### src/rtl/alu_wait_station.sv
module alu_wait_station #(
  parameter int DEPTH = 4,
  parameter int DW    = 32,
  parameter int TW    = 5,
  parameter int OPW   = 7,
  parameter int FW    = 3
) (
  input  logic           clk,
  input  logic           rst_n,
  input  logic           flush,
  input  logic           disp_en,
  input  logic           disp_itype,
  input  logic [DW-1:0]  disp_a_val,
  input  logic [TW-1:0]  disp_a_tag,
  input  logic           disp_a_rdy,
  input  logic [DW-1:0]  disp_b_val,
  input  logic [TW-1:0]  disp_b_tag,
  input  logic           disp_b_rdy,
  input  logic [DW-1:0]  disp_imm,
  input  logic [OPW-1:0] disp_op7,
  input  logic [FW-1:0]  disp_f3,
  input  logic [TW-1:0]  disp_dst,
  input  logic           bc_en,
  input  logic [TW-1:0]  bc_tag,
  input  logic [DW-1:0]  bc_val,
  output logic           iss_vld,
  output logic [DW-1:0]  iss_a,
  output logic [DW-1:0]  iss_b,
  output logic [OPW-1:0] iss_op7,
  output logic [FW-1:0]  iss_f3,
  output logic [TW-1:0]  iss_dst,
  output logic           full
);
  localparam int CW = $clog2(DEPTH + 1);
  localparam int IW = (DEPTH > 1) ? $clog2(DEPTH) : 1;

  logic [DW-1:0]  a_val [DEPTH];
  logic [DW-1:0]  b_val [DEPTH];
  logic [TW-1:0]  a_tag [DEPTH];
  logic [TW-1:0]  b_tag [DEPTH];
  logic [TW-1:0]  dst   [DEPTH];
  logic [OPW-1:0] op7   [DEPTH];
  logic [FW-1:0]  f3    [DEPTH];
  logic [DEPTH-1:0] a_rdy, b_rdy;
  logic [CW-1:0]  cnt;

  logic [DW-1:0]  wa_val [DEPTH];
  logic [DW-1:0]  wb_val [DEPTH];
  logic [DEPTH-1:0] wa_rdy, wb_rdy, go;
  logic [IW-1:0]  pick;

  logic [DW-1:0]  n_a_val [DEPTH];
  logic [DW-1:0]  n_b_val [DEPTH];
  logic [TW-1:0]  n_a_tag [DEPTH];
  logic [TW-1:0]  n_b_tag [DEPTH];
  logic [TW-1:0]  n_dst   [DEPTH];
  logic [OPW-1:0] n_op7   [DEPTH];
  logic [FW-1:0]  n_f3    [DEPTH];
  logic [DEPTH-1:0] n_a_rdy, n_b_rdy;
  logic [CW-1:0]  n_cnt, base;

  logic           in_a_hit, in_b_hit, accept;
  logic [DW-1:0]  in_a_val, in_b_val;
  logic           in_a_rdy, in_b_rdy;

  assign full   = (cnt == CW'(DEPTH));
  assign accept = disp_en && !full && !flush;

  assign in_a_hit = bc_en && !disp_a_rdy && (disp_a_tag == bc_tag);
  assign in_b_hit = bc_en && !disp_b_rdy && (disp_b_tag == bc_tag);
  assign in_a_val = in_a_hit ? bc_val : disp_a_val;
  assign in_a_rdy = disp_a_rdy | in_a_hit;
  assign in_b_val = disp_itype ? disp_imm : (in_b_hit ? bc_val : disp_b_val);
  assign in_b_rdy = disp_itype | disp_b_rdy | in_b_hit;

  always_comb begin
    for (int i = 0; i < DEPTH; i++) begin
      go[i]     = (CW'(i) < cnt) && a_rdy[i] && b_rdy[i];
      wa_rdy[i] = a_rdy[i] | (bc_en && a_tag[i] == bc_tag);
      wb_rdy[i] = b_rdy[i] | (bc_en && b_tag[i] == bc_tag);
      wa_val[i] = (bc_en && !a_rdy[i] && a_tag[i] == bc_tag) ? bc_val : a_val[i];
      wb_val[i] = (bc_en && !b_rdy[i] && b_tag[i] == bc_tag) ? bc_val : b_val[i];
    end
    pick = '0;
    for (int i = DEPTH - 1; i >= 0; i--)
      if (go[i]) pick = IW'(i);
  end

  assign iss_vld = |go;
  assign iss_a   = a_val[pick];
  assign iss_b   = b_val[pick];
  assign iss_op7 = op7[pick];
  assign iss_f3  = f3[pick];
  assign iss_dst = dst[pick];

  assign base  = cnt - CW'(iss_vld);
  assign n_cnt = flush ? '0 : base + CW'(accept);

  always_comb begin
    for (int i = 0; i < DEPTH; i++) begin
      int s;
      s = i;
      if (iss_vld && i >= int'(pick) && i < DEPTH - 1) s = i + 1;
      n_a_val[i] = wa_val[s];  n_a_tag[i] = a_tag[s];  n_a_rdy[i] = wa_rdy[s];
      n_b_val[i] = wb_val[s];  n_b_tag[i] = b_tag[s];  n_b_rdy[i] = wb_rdy[s];
      n_dst[i]   = dst[s];     n_op7[i]   = op7[s];    n_f3[i]    = f3[s];
      if (accept && CW'(i) == base) begin
        n_a_val[i] = in_a_val;  n_a_tag[i] = disp_a_tag;  n_a_rdy[i] = in_a_rdy;
        n_b_val[i] = in_b_val;  n_b_tag[i] = disp_b_tag;  n_b_rdy[i] = in_b_rdy;
        n_dst[i]   = disp_dst;  n_op7[i]   = disp_op7;    n_f3[i]    = disp_f3;
      end
    end
  end

  always_ff @(posedge clk or negedge rst_n) begin
    if (!rst_n) begin
      cnt   <= '0;
      a_rdy <= '0;
      b_rdy <= '0;
      for (int i = 0; i < DEPTH; i++) begin
        a_val[i] <= '0; b_val[i] <= '0; a_tag[i] <= '0; b_tag[i] <= '0;
        dst[i] <= '0; op7[i] <= '0; f3[i] <= '0;
      end
    end else begin
      cnt   <= n_cnt;
      a_rdy <= n_a_rdy;
      b_rdy <= n_b_rdy;
      for (int i = 0; i < DEPTH; i++) begin
        a_val[i] <= n_a_val[i]; b_val[i] <= n_b_val[i];
        a_tag[i] <= n_a_tag[i]; b_tag[i] <= n_b_tag[i];
        dst[i] <= n_dst[i]; op7[i] <= n_op7[i]; f3[i] <= n_f3[i];
      end
    end
  end


  flush_empties_chk: assert property (@(posedge clk) disable iff (!rst_n)
    flush |=> (!iss_vld && !full));


  full_holds_chk: assert property (@(posedge clk) disable iff (!rst_n)
    (full && !iss_vld && !flush) |=> full);


  issue_frees_chk: assert property (@(posedge clk) disable iff (!rst_n)
    (iss_vld && !disp_en) |=> !full);


  no_spurious_ready_chk: assert property (@(posedge clk) disable iff (!rst_n)
    (!iss_vld && !disp_en && !bc_en) |=> !iss_vld);


  idle_keeps_level_chk: assert property (@(posedge clk) disable iff (!rst_n)
    (!disp_en && !iss_vld && !flush) |=> $stable(full));
endmodule

### config.mk
export PLATFORM = sky130hd
export DESIGN_NAME = alu_wait_station
export DESIGN_NICKNAME = d
export VERILOG_FILES = /design/src/rtl/alu_wait_station.sv
export SDC_FILE = /design/constraint.sdc
export NUM_CORES = 1
export LEC_CHECK = 0
export BUFFER_PORTS_ARGS = -buffer_cell sky130_fd_sc_hd__clkbuf_2
export CAP_MARGIN = 40
export CORE_UTILIZATION = 50
export DETAILED_ROUTE_END_ITERATION = 16
export PLACE_DENSITY_LB_ADDON = 0.15
export SETUP_SLACK_MARGIN = 0.4
export SYNTH_ARGS = -nofsm -noshare
export SYNTH_HDL_FRONTEND = slang
export SYNTH_SLANG_ARGS = --single-unit
### constraint.sdc
create_clock -name clk -period 4.25 [get_ports clk]
set_input_delay 0.2125 -clock clk [delete_from_list [all_inputs] [get_ports clk]]
set_output_delay 0.2125 -clock clk [all_outputs]
set_load 0.05 [all_outputs]
# ---- Yosys cells after proc, flatten, opt, wreduce, memory -nomap -nowiden
# Cells that the tools add are included.
dict set report word_totals {
  ff_bits 367
  word_cells 281
  out_inout_bits 81
  inputBits 166
}
dict set report classes {
  addsub 2
  magnitude_cmp 14
  reduce_logical 59
  eq_ne 14
  muxes 146
  n_bitwise 15
}
# op n
set ops {}
lappend ops {{2-to-1 mux 32 bit} 35}
lappend ops {{binary-select mux 32 bit (select 2 bit)} 8}
lappend ops {{2-to-1 mux 5 bit} 29}
lappend ops {{binary-select mux 5 bit (select 2 bit)} 10}
lappend ops {{greater-or-equal comparator 32 x 3 -> 1 bit, second input constant} 3}
lappend ops {{less-than comparator 32 x 4 -> 1 bit, second input constant} 3}
lappend ops {{NOT 32 bit} 3}
lappend ops {{2-to-1 mux 7 bit} 11}
lappend ops {{binary-select mux 7 bit (select 2 bit)} 4}
lappend ops {{equality test 5 bit} 10}
lappend ops {{logical AND 1 bit} 45}
lappend ops {{2-to-1 mux 3 bit} 12}
lappend ops {{binary-select mux 3 bit (select 2 bit)} 4}
lappend ops {{2-to-1 mux 1 bit} 22}
lappend ops {{binary-select mux 1 bit (select 2 bit)} 6}
lappend ops {{zero test 1 bit} 12}
lappend ops {{OR 1 bit} 11}
lappend ops {{2-to-1 mux 2 bit} 5}
lappend ops {{equality test 2 x 3 -> 1 bit, first input constant} 2}
lappend ops {{less-than comparator 1 x 3 -> 1 bit, first input constant} 2}
lappend ops {{less-than comparator 2 x 3 -> 1 bit, first input constant} 2}
lappend ops {{greater-or-equal comparator 1 x 2 -> 1 bit, first input constant} 2}
lappend ops {{OR reduction 4 bit} 1}
lappend ops {{adder 3 x 1 -> 3 bit} 1}
lappend ops {{other kinds (7)} 7}

# ---- Longest topological paths before layout
dict set report logic_depth {
  ltp_word 15
  depth_mapped 17
  depth_no_buf 12
}

# ---- Least setup slack after synthesis
# OpenSTA, ideal clock, no wires.
dict set report synth_path {
  kind {reg2reg}
  from {register cnt[2]}
  to {register a_tag[9] (netlist bit)}
  path_stages_with_launch 17
  path_buffers 6
  t_arrival_ns 3.871
  synth_period_minus_slack_ns 4.012
  required_time_ns 4.109
  slack_ns 0.238
  setup_ns 0.141
  path_cell_list {dfrtp_1 buf_2 o311ai_2 and2_1 and2_1 buf_2 buf_1 nand2_1 ha_1 ha_1 o211a_1 o21ai_1 or3_1 buf_2 clkbuf_1 buf_1 a31oi_1}
}
dict set report synth_via {
  elab_cells_between_ends 32
  cone_classes {1 x add/sub; 5 x order compare; 2 x eq/ne; 9 x mux; 1 x bitwise; 14 x reduce/logical}
}
# item line_no
set synth_lines {}
lappend synth_lines {{from (decl)} 45} ;# logic [CW-1:0] cnt;
lappend synth_lines {{from (signal assigned)} 125} ;# cnt <= n_cnt;
lappend synth_lines {{less-than comparator 1 x 3 -> 1 bit / less-than comparator 2 x 3 -> 1 bit (equally long branches)} 78} ;# go[i] = (CW'(i) < cnt) && a_rdy[i] && b_rdy[i];
lappend synth_lines {{logical AND 1 bit (2 in a row)} 78}
lappend synth_lines {{OR reduction 4 bit *} 89} ;# assign iss_vld = |go;
lappend synth_lines {{via iss_vld} 26} ;# output logic iss_vld,
lappend synth_lines {{logical AND 1 bit} 103} ;# if (iss_vld && i >= int'(pick) && i < DEPTH - 1) s = i + 1;
lappend synth_lines {{2-to-1 mux 1 bit} 103}
lappend synth_lines {{NOT 32 bit (implied by the code)} 104} ;# n_a_val[i] = wa_val[s]; n_a_tag[i] = a_tag[s]; n_a_rdy[i] = wa_rdy[s];
lappend synth_lines {{binary-select mux 5 bit (select 2 bit)} 104}
lappend synth_lines {{2-to-1 mux 5 bit (implied by the code) (2 in a row)} 104}
lappend synth_lines {{2-to-1 mux 5 bit *} 107} ;# if (accept && CW'(i) == base) begin
lappend synth_lines {{to (signal, indexed assignment)} 130} ;# a_tag[i] <= n_a_tag[i]; b_tag[i] <= n_b_tag[i];
lappend synth_lines {{to (decl)} 39} ;# logic [TW-1:0] a_tag [DEPTH];
# The timed path passes the listed nets; every way through them passes the cells marked *. The select of a mux whose other input is x is not followed.
# A chain may end at the register's enable or synchronous reset.

# ---- Final worst setup path
dict set report layout_path {
  from {register cnt[2]}
  to {output port iss_a[28]}
}
dict set report layout_via {
  elab_chain_len 11
  elab_cells_between_ends 20
  cone_classes {4 x order compare; 7 x mux; 1 x bitwise; 8 x reduce/logical}
}
# item line_no
set layout_rtl {}
lappend layout_rtl {{less-than comparator 2 x 3 -> 1 bit} 78}
lappend layout_rtl {{logical AND 1 bit (2 in a row)} 78}
lappend layout_rtl {{2-to-1 mux 2 bit (3 in a row)} 86} ;# if (go[i]) pick = IW'(i);
lappend layout_rtl {{2-to-1 mux 2 bit *} 86}
lappend layout_rtl {{NOT 2 -> 3 bit (implied by the code) *} 90} ;# assign iss_a = a_val[pick];
lappend layout_rtl {{binary-select mux 32 bit (select 2 bit) *} 90}
lappend layout_rtl {{2-to-1 mux 32 bit (implied by the code) * (2 in a row)} 90}
lappend layout_rtl {{to (decl)} 27} ;# output logic [DW-1:0] iss_a,
# Every way passes the cells marked *; elsewhere a longest branch is shown, timed or not. The select of a mux whose other input is x is not followed.

==> out/metrics.yaml <==
timing.rr.end: "a_val[31]$_DFF_PN0_"
vias_per_cell: 6.53
routed_wl_mm: 78.4
crit_chain: "nand3_1 -> nand2b_1 -> a21oi_4 -> buf_16 -> buf_12 -> a211oi_1 -> a31oi_1 -> clkbuf_2"
rsz0062_at_grt: "true"
netSwitchingPower_w: 0.0117
r2r_slack_ns: 0.56
detail_route.wl_per_cell_um: 24.1
crit_buf_inv: 3
synth_fp_nets: 2702
post-route-period-util: 0.884
vias: 21278
synthArstFlopShare: 1.00
h-tree-depth: 2
use_met1: 0.463
cp_slowest_cell: "dfrtp_1"
fin_hold_ws_ns: 0.0221
worstSetupEndpointType: "output pin"
start_kind: "flop"
grt_usage: 0.347
worst_pin_slew_ns: 0.897
r2r_cells: 11
reg2reg_from: "cnt[2]$_DFF_PN0_"
period_needed_ns: 3.76
numCtsBuffers: 42
grt_max_degree: 118
clkLatencyLatePin_ns: 0.57
max-cap-violations: 0
arrival_ns: 3.54
drc: 0
dieArea_um2: 44900
hp-start: "disp_imm[2]"
core_area_um2: 43300
post-dp-hpwl_mm: 46.8
p_comb_frac: 0.567
grt-busiest-layer: "met2"
cpLargestDelayFamily: "compound AO/OA/AOI/OAI gates"
synthCells: 2533
relSlewSlack: 0.402
path_class: "flop to output pin"
clk_pin_slew_ns: 0.06
holdPathStages: 4
drtIter0Drc: 2186
swShare: 0.493
synth_area_um2: 22000
grt_pass1_wl_mm: 120
required_ns: 4.04
postCtsSetupRepairBufs: 0
drive_gt1_frac: 0.204
crit_fanout: 42
total_power_w: 0.0236
hold_viol: 0
initial_core_util: 0.509
firstDrtPassIters: 6
yosysWarnings: 0
slew_viol_final: 0
synth-edff-count: 0
synthToLayoutAreaGrowth_pct: 15.3
synth_ff_type: "dfrtp_1"
io_buffers: 246
ys_types: 54
yosys_register_bits: 367
die_w_um: 212
ant_nets: 0
avgSynthCellArea_um2: 8.69
status: "finished clean"
cts_tree: "done"
power_density_nw_per_um2: 931
rows: 76
power.internal_w: 0.0120
antenna_found_initial: 2
hold_path.class: "input port to flop"
clock_sinks: 367
p_clk_frac: 0.155
clock.fmax_mhz: 266
clock_skew_ns: 0.0142
grt_pass1_vias: 20583
cts-root-buf: "clkbuf_16"
clockBufferDepth: 3
gp_congestion: 0.866
slowest_delay_ns: 0.53
setup_tns_ns: 0
finalNetCount: 2814
die_y_um: 212
gr-total-overflow: 0
pin_count: 247
min_to: "b_val[66]$_DFF_PN0_"
met3_usage: 0.0635
power.leakage_nw: 11.3
met2_usage: 0.556
power_frac_seq: 0.278
setup_viol_count_final: 0
vdd_drop_max_mv: 0.641
ys_seq_area_frac: 0.417
==> synthesized netlist by cell type, types with 5 or more instances <==
cell       number  area, um^2
nor3_1         30         150
nand2b_1       40         250
nor2_1        213         800
o22ai_1       153         957
a31oi_1       156         976
o221ai_1      128        1120
nand3_1         5        25.0
nand2_1       495        1860
dfrtp_1       367        9180
o211ai_1       35         263
a211oi_1      103         773
clkbuf_1      176         661
xor2_1         27         236
o31ai_1        34         255
o221a_1         7        78.8
inv_1           8        30.0
a2bb2oi_1       7        61.3
mux2i_1        66         661
o21ai_2        22         193
o21ai_1        25         125
nor4_1          5        31.3
xnor2_1        23         201
nor2b_1         6        37.5
buf_1          27         101
o21ai_0        55         275
mux2_2        130        1460
and2_1         81         507
buf_2          60         300
==> area by class of cell <==
type                            count  area [um^2]
Clock buffer                       62         1230
Tap cell                          585          732
Sequential cell                   367         9180
Fill cell                        3818        17900
Inverter                            8         30.0
Multi-Input combinational cell   1894        11800
Antenna cell                        2         5.00
Clock inverter                      7          114
Timing Repair Buffer              332         2240
==> sequential cells by signal, summed over array words and instances (netlist names) <==
signal and flops:
a_rdy 4, a_val 128, b_val 128, dst 20, cnt 3, b_tag 20, a_tag 20, b_rdy 4
f3 12, op7 28
==> what timing repair did <==
action | in CTS | in global routing
resized for setup | 1 | 9
cloned | 1 | 1
endpoints found under the hold margin | 197 | 0
hold buffers | 27 | 0
pin swaps | 0 | 2
endpoints found under the setup margin | 21 | 113
==> metrics by stage <==
stage / area [um^2] / std cells / util / setup slack, ns
3_3_place_gp: 23600 / 3153 / 0.546 / 0.620
6_report: 25400 / 3257 / 0.587 / 0.493
4_1_cts: 25300 / 3254 / 0.586 / 0.375
2_1_floorplan: 22000 / 2533 / - / 0.409
3_5_place_dp: 23700 / 3157 / 0.548 / 0.441
5_1_grt: 25400 / 3256 / 0.586 / 0.373
==> worst max-delay path by stage <==
stage	to	cells after the start	slack [ns]	startpoint
3_5_place_dp	a_val[31]$_DFF_PN0_	11	0.44	cnt[2]$_DFF_PN0_
3_3_place_gp	a_val[31]$_DFF_PN0_	11	0.62	cnt[2]$_DFF_PN0_
4_1_cts	iss_a[28]	9	0.38	cnt[2]$_DFF_PN0_
5_1_grt	a_val[31]$_DFF_PN0_	11	0.37	cnt[2]$_DFF_PN0_
6_report	iss_a[28]	8	0.49	cnt[2]$_DFF_PN0_
2_1_floorplan	a_tag[5]$_DFFE_PN0P_	16	0.41	cnt[2]$_DFF_PN0_
==> power groups by stage <==
stage	registers (W)	clock network [W]	logic, W
finish	0.00658	0.00366	0.0134
global route	0.00678	0.00383	0.0144
CTS	0.00654	0.00369	0.0132
detailed placement	0.00657	0	0.0131
global placement	0.00651	0	0.0128
floorplan	0.00620	0	0.00985
==> worst reg2reg max path, cell delays in order (launching register included) <==
cell	delay [ns]
dfrtp_1	0.49
o211ai_1	0.43
and2_1	0.22
and2_1	0.16
nand2_2	0.07
ha_1	0.20
ha_1	0.22
o211a_1	0.19
o21ai_2	0.43
or3_4	0.47
buf_16	0.43
o21ai_0	0.23
==> cell families after synthesis <==
| family | synth area share |
|---|---|
| compound gates | 0.238 |
| xor+xnor | 0.0199 |
| fa+ha+maj | 0.00170 |
| buf+inv | 0.0511 |
| flops | 0.417 |
| mux | 0.0972 |
| simple gates | 0.175 |
==> placed cells by master (no fill, tap or decap), drive strengths merged, types with 4 or more instances in the layout <==
master	Yosys	routed
o21ai	102	102
dlygate4sd3	0	27
a211oi	103	103
clkbuf	176	307
o221ai	128	128
a31oi	156	156
inv	8	9
mux2	131	131
nor2	213	213
xor2	27	27
nand2	495	495
o211ai	35	35
nor2b	6	6
nand3	5	5
o22ai	153	153
and2	82	82
or3	4	5
a21oi	4	4
nor4	8	8
xnor2	23	23
mux2i	66	66
a2bb2oi	7	7
nor3	30	30
nand2b	40	40
o31ai	34	34
dfrtp	367	367
nand4b	6	6
buf	90	60
o221a	7	7
==> routing by layer <==
layer,wire length [um],part of all wire
met1,31900,0.41
met2,36100,0.46
met3,7490,0.096
met4,2920,0.037
met5,0,0
No activity file was read; power rests on OpenSTA's default activity.
